### src/rtl/abrk_pkg.sv
package abrk_pkg;

    localparam int ABRK_AW   = 24;
    localparam int ABRK_CW   = 8;
    localparam int ABRK_NCH  = 2;

    typedef enum logic [1:0] {
        COND_FETCH = 2'b00,
        COND_READ  = 2'b01,
        COND_WRITE = 2'b10,
        COND_DATA  = 2'b11
    } cond_e;

    // packed from bit 7 down to bit 0
    typedef struct packed {
        logic       flag;
        logic       master_sel;
        logic [2:0] mask_code;
        cond_e      cond;
        logic       irq_en;
    } ctrl_t;

    typedef struct packed {
        logic fetch;
        logic rd;
        logic wr;
        logic master;
    } bus_kind_t;

    // number of low address bits left out of the compare
    function automatic int unsigned mask_width(input logic [2:0] code);
        case (code)
            3'd0:    return 0;
            3'd1:    return 1;
            3'd2:    return 2;
            3'd3:    return 4;
            3'd4:    return 8;
            3'd5:    return 12;
            3'd6:    return 16;
            default: return 24;
        endcase
    endfunction

    function automatic logic cond_hit(input cond_e c, input bus_kind_t k);
        case (c)
            COND_FETCH: return k.fetch;
            COND_READ:  return k.rd;
            COND_WRITE: return k.wr;
            default:    return k.rd | k.wr;
        endcase
    endfunction

endpackage

### src/rtl/abrk_match.sv
module abrk_match
    import abrk_pkg::*;
#(
    parameter int ADDR_W = ABRK_AW
) (
    input  ctrl_t              ctrl,
    input  logic [ADDR_W-1:0]  bar,
    input  logic [ADDR_W-1:0]  mon_addr,
    input  bus_kind_t          kind,
    output logic               hit
);
    logic [ADDR_W-1:0] ones;
    logic [ADDR_W-1:0] care;
    logic              addr_eq;
    logic              kind_ok;
    logic              master_ok;

    always_comb begin
        ones      = '1;
        care      = ones << mask_width(ctrl.mask_code);
        addr_eq   = ((bar ^ mon_addr) & care) == '0;
        kind_ok   = cond_hit(ctrl.cond, kind);
        master_ok = (kind.master == ctrl.master_sel);
        hit       = addr_eq & kind_ok & master_ok;
    end
endmodule

### src/rtl/abrk_channel.sv
module abrk_channel
    import abrk_pkg::*;
#(
    parameter int ADDR_W = ABRK_AW
) (
    input  logic               clk,
    input  logic               rst,
    input  logic               bar_we,
    input  logic               ctrl_we,
    input  logic [ADDR_W-1:0]  wdata,
    input  logic [ADDR_W-1:0]  mon_addr,
    input  bus_kind_t          kind,
    output logic [ADDR_W-1:0]  bar_q,
    output ctrl_t              ctrl_q,
    output logic               irq
);
    logic  hit;
    ctrl_t ctrl_d;

    abrk_match #(.ADDR_W(ADDR_W)) u_match (
        .ctrl     (ctrl_q),
        .bar      (bar_q),
        .mon_addr (mon_addr),
        .kind     (kind),
        .hit      (hit)
    );

    always_comb begin
        ctrl_d = ctrl_q;
        if (ctrl_we) begin
            ctrl_d.irq_en     = wdata[0];
            ctrl_d.cond       = cond_e'(wdata[2:1]);
            ctrl_d.mask_code  = wdata[5:3];
            ctrl_d.master_sel = wdata[6];
            // writing 1 keeps the flag, writing 0 clears it
            ctrl_d.flag       = ctrl_q.flag & wdata[7];
        end
        // a match wins over a clearing write
        if (hit) ctrl_d.flag = 1'b1;
    end

    always_ff @(posedge clk) begin
        if (rst) begin
            bar_q  <= '0;
            ctrl_q <= '0;
            irq    <= 1'b0;
        end else begin
            if (bar_we) bar_q <= wdata;
            ctrl_q <= ctrl_d;
            irq    <= ctrl_d.flag & ctrl_d.irq_en;
        end
    end
endmodule

### src/rtl/addr_break_unit.sv
module addr_break_unit
    import abrk_pkg::*;
#(
    parameter int ADDR_W = ABRK_AW,
    parameter int NUM_CH = ABRK_NCH,
    localparam int CH_W  = (NUM_CH > 1) ? $clog2(NUM_CH) : 1,
    localparam int RA_W  = CH_W + 1
) (
    input  logic               clk,
    input  logic               rst,
    input  logic               reg_we,
    input  logic [RA_W-1:0]    reg_addr,
    input  logic [ADDR_W-1:0]  reg_wdata,
    output logic [ADDR_W-1:0]  reg_rdata,
    input  logic [ADDR_W-1:0]  mon_addr,
    input  logic               mon_master,
    input  logic               mon_fetch,
    input  logic               mon_read,
    input  logic               mon_write,
    output logic [NUM_CH-1:0]  break_irq
);
    bus_kind_t                          kind;
    logic [NUM_CH-1:0][ADDR_W-1:0]      bar_flat;
    logic [NUM_CH-1:0][ABRK_CW-1:0]     ctrl_flat;
    logic [CH_W-1:0]                    sel_ch;

    assign kind   = '{fetch: mon_fetch, rd: mon_read, wr: mon_write, master: mon_master};
    assign sel_ch = reg_addr[RA_W-1:1];

    for (genvar i = 0; i < NUM_CH; i++) begin : g_ch
        ctrl_t ctrl_q;
        logic  bar_we;
        logic  ctrl_we;

        assign bar_we  = reg_we && (reg_addr == RA_W'(2 * i));
        assign ctrl_we = reg_we && (reg_addr == RA_W'(2 * i + 1));

        abrk_channel #(.ADDR_W(ADDR_W)) u_ch (
            .clk      (clk),
            .rst      (rst),
            .bar_we   (bar_we),
            .ctrl_we  (ctrl_we),
            .wdata    (reg_wdata),
            .mon_addr (mon_addr),
            .kind     (kind),
            .bar_q    (bar_flat[i]),
            .ctrl_q   (ctrl_q),
            .irq      (break_irq[i])
        );

        assign ctrl_flat[i] = ctrl_q;
    end

    always_comb begin
        reg_rdata = '0;
        if (reg_addr[0]) reg_rdata[ABRK_CW-1:0] = ctrl_flat[sel_ch];
        else             reg_rdata              = bar_flat[sel_ch];
    end
endmodule

### config.mk
export PLATFORM = sky130hd
export DESIGN_NAME = addr_break_unit
export DESIGN_NICKNAME = d
export VERILOG_FILES = /design/src/rtl/abrk_pkg.sv /design/src/rtl/abrk_match.sv /design/src/rtl/abrk_channel.sv /design/src/rtl/addr_break_unit.sv
export SDC_FILE = /design/constraint.sdc
export NUM_CORES = 1
export LEC_CHECK = 0
export ABC_AREA = 1
export BUFFER_PORTS_ARGS = -buffer_cell sky130_fd_sc_hd__buf_4
export CAP_MARGIN = 0
export CORE_AREA = 2 2 85 95
export CTS_BUF_LIST = sky130_fd_sc_hd__clkbuf_4 sky130_fd_sc_hd__clkbuf_8
export CTS_CLUSTER_SIZE = 30
export DETAILED_ROUTE_END_ITERATION = 10
export DIE_AREA = 0 0 87 97
export GPL_TIMING_DRIVEN = 0
export HOLD_SLACK_MARGIN = 0.1
export PLACE_DENSITY = 0.79
export SLEW_MARGIN = 20
export SYNTH_ARGS = -nofsm -noshare
export SYNTH_HDL_FRONTEND = slang
export SYNTH_SLANG_ARGS = --single-unit
### constraint.sdc
create_clock -name clk -period 1.3 [get_ports clk]
set_input_delay 0 -clock clk [delete_from_list [all_inputs] [get_ports clk]]
set_output_delay 0 -clock clk [all_outputs]
set_load 0.02 [all_outputs]
==> summary.md <==
| Metric | Value |
|---|---|
| Status | `complete, but fails checks` |
| Layout cell share with drive strength beyond 1 | `28.2%` |
| # diodes | `0` |
| Most common cell after layout, fill and taps aside | `nand2_1` |
| Vias in the first global route | `3973` |
| Chip width | `87 um` |
| Final #Nets | `757` |
| Crit Path Max Fanout | `3` |
| Hold Fails Final Rpt | `0` |
| R2R Setup Slk | `-0.02 ns` |
| Fin cells | `790` |
| Worst Hold Path EP | `g_ch[1].u_ch.ctrl_q[7]` |
| Pleak | `2.32 nW` |
| Post-Layout Inst Area | `5010 sq um` |
| Worst hold path type | `input port to flop` |
| Ys Warns | `0` |
| Final core area utilization | `67.8%` |
| Synth cell types | `23` |
| Final Setup Violations | `1` |
| CTS Buffer Depth | `2` |
| Initial Util | `49.2%` |
| Setup TNS | `-0.0157 ns` |
| Std-Cell Rows | `33` |
| CTS tree | `yes` |
| Worst Hold Slack | `0.202 ns` |
| Syn_nets | `630` |
| Via Count | `4197` |
| Initial drt markers | `250` |
| Worst r2r dst | `g_ch[1].u_ch.irq` |
| FF+latch count, synth | `66` |
| Register area | `1360 sq um` |
| RSZ-0062 raised after global routing | `true` |
| Arrival time worst endpoint | `1.60 ns` |
| Crit end category | `flop` |
| Drt first pass iters | `5` |
| Grt met1 use | `34.0%` |
| Crit path cell chain | `xor2_1, nor2_2, nand2_1, nor2_2, nand2_1, nand2_2, nand3_4, a21oi_2` |
| Die area | `8440 sq um` |
| Slowest library cell on the worst path | `dfxtp_1` |
| CP max stage delay | `0.34 ns` |
| Fmax | `760 MHz` |
| Antenna violations before repair | `0` |
| Placed insts | `741` |
| Pin count of the biggest net entering global routing | `11` |
| Layout area overhead | `37.9%` |
| Crit path launch type | `flop` |
| Critical path class | `flop to flop` |
| Multi-input logic area | `1990 sq um` |
| Reg2Reg Depth | `8` |
| Placed cell area | `4350 sq um` |
| GR Util met2 | `47.6%` |
| Port bufs | `81` |
| Grt met3 use | `5.12%` |
| Gpl congestion | `0.932` |
| First-pass GRT wire length | `18200 um` |
| Num ports | `83` |
| Hold Path Origin | `mon_fetch` |
| Gr usage total | `27.7%` |
| Filler Cell Count | `653` |
| Die Span Y | `97 um` |
| # Max-Cap Violations | `0` |
| Pwr Total | `4.76 mW` |
| Tightest Pin Transition | `0.693 ns` |
| Avg Inst Size Synth | `6.34 sq um` |
| Post-Syn Instances | `573` |
| Mapped Area | `3630 sq um` |
| Core Box Area | `7390 sq um` |
| HPWL Detailed | `8390 um` |
| Final WS setup | `-0.0157 ns` |
| DR vias/cell | `5.31` |
| Min cycle time layout | `1.32 ns` |
| Period utilization | `101%` |
| DP Worst Slack | `-0.183 ns` |
| Num CTS Buffers | `9` |
| Fin. max-slew vios | `0` |
| Final ANT Viol Nets | `0` |
| VDD IR max | `0.668 mV` |
| Clock Pin Slew Worst Setup and Hold Paths | `0.07 ns` |
| Failing checks | `setup timing` |
| WL per Instance | `14.9 um` |
| Hold Crit Depth | `7` |
| Gr ovfl total | `0` |
| Clk root buf | `clkbuf_8` |
| Power density over cell area | `950 nW/um^2` |
| Reg2reg start | `g_ch[1].u_ch.bar_q[4]` |
| Post-Route Skew | `0.00957 ns` |
| Drc violations | `0` |
| Commonest cells after routing, fill and taps aside | `nand2_1, buf_4, inv_1` |
| Sequential area share after synthesis | `36.4%` |
| Worst-Skew Late Latency | `0.36 ns` |
| Worst path required time | `1.58 ns` |
| # clock sinks | `66` |
| Busiest grt layer | `met2` |
| H-tree Lvls | `3` |
| Final wirelength | `11800 um` |
| Slew HR | `53.8%` |
-- layout make-up --
class,count,area share [%]
Clock buffer,11,2.90
Sequential cell,66,27.1
Multi-Input combinational cell,393,39.7
Timing Repair Buffer,116,18.8
Buffer,23,2.15
Tap cell,87,2.17
Inverter,91,6.82
Clock inverter,3,0.350
-- worst max-delay path by stage --
stage	slack (ns)	start	depth (start not counted)	end
6_report	-0.02	g_ch[1].u_ch.bar_q[4]	8	g_ch[1].u_ch.irq
5_1_grt	-0.1	g_ch[1].u_ch.bar_q[11]	10	g_ch[1].u_ch.irq
4_1_cts	-0.03	g_ch[0].u_ch.bar_q[13]	8	g_ch[0].u_ch.irq
3_5_place_dp	-0.18	reg_addr[1]	8	g_ch[0].u_ch.bar_q[20]
3_3_place_gp	-0.13	g_ch[0].u_ch.ctrl_q[4]	8	g_ch[0].u_ch.irq
2_1_floorplan	0.16	g_ch[0].u_ch.bar_q[13]	8	g_ch[0].u_ch.ctrl_q[7]
-- flip-flops by register name (all words and copies together), names as in the netlist --
| name | cells |
|---|---|
| g_ch.u_ch.bar_q | 48 |
| g_ch.u_ch.ctrl_q | 16 |
| g_ch.u_ch.irq | 2 |
-- power by group --
part / switching, mW / internal [mW] / leakage [nW] / total, mW
Clock: 0.799 / 0.738 / 0.0845 / 1.54
Combinational: 0.582 / 0.443 / 1.69 / 1.03
Sequential: 0.0706 / 2.13 / 0.552 / 2.20
-- synth_stat cells --
| cell | n | area share [%] |
|---|---|---|
| dfxtp_1 | 66 | 36 |
| clkbuf_2 | 1 | 0.14 |
| nor2_1 | 45 | 4.6 |
| a21oi_1 | 60 | 8.3 |
| nand4_1 | 1 | 0.17 |
| buf_4 | 2 | 0.41 |
| o22ai_1 | 11 | 1.9 |
| clkbuf_1 | 13 | 1.3 |
| nor2_4 | 1 | 0.31 |
| nand3_1 | 17 | 2.3 |
| nand2_1 | 149 | 15 |
| a221oi_1 | 1 | 0.24 |
| a22oi_1 | 6 | 1.2 |
| xor2_1 | 13 | 3.1 |
| inv_1 | 84 | 8.7 |
| o21ai_0 | 33 | 4.5 |
| xnor2_1 | 8 | 1.9 |
| o21ai_1 | 40 | 5.5 |
| o221ai_1 | 6 | 1.4 |
| or2_2 | 1 | 0.17 |
| buf_2 | 7 | 0.96 |
| nor2_2 | 1 | 0.17 |
| inv_2 | 7 | 0.72 |
-- cell families (layout without fill, tap and decap cells) --
logic type | Yosys count | in the layout | synth area share (%)
simple gates | 215 | 215 | 23.2
buf+inv | 114 | 244 | 12.3
flops | 66 | 66 | 36.4
xor+xnor | 21 | 21 | 5.06
compound gates | 157 | 157 | 23.1
-- metal layers --
| layer | vias to the layer above | wire length [um] |
|---|---|---|
| met5 | - | 0 |
| met4 | 0 | 177 |
| met3 | 13 | 896 |
| met2 | 193 | 5840 |
| met1 | 1906 | 4870 |
| li1 | 2085 | - |
-- worst max-delay path, delay by kind of cell, from the launching register on --
kind            cells  cell delay, ns
simple gates        6            0.57
compound gates      1            0.15
xor+xnor            1            0.18
flops               1            0.34
-- repair_timing --
item                                    in CTS  in global routing
endpoints found under the hold margin       66                  0
gates resized for setup                     22                 67
setup buffers                                2                  5
gates cloned                                 0                  0
endpoints found under the setup margin      10                 18
hold buffers                                28                  0
pin swaps                                   16                 43
No activity file was read; power rests on OpenSTA's default activity.
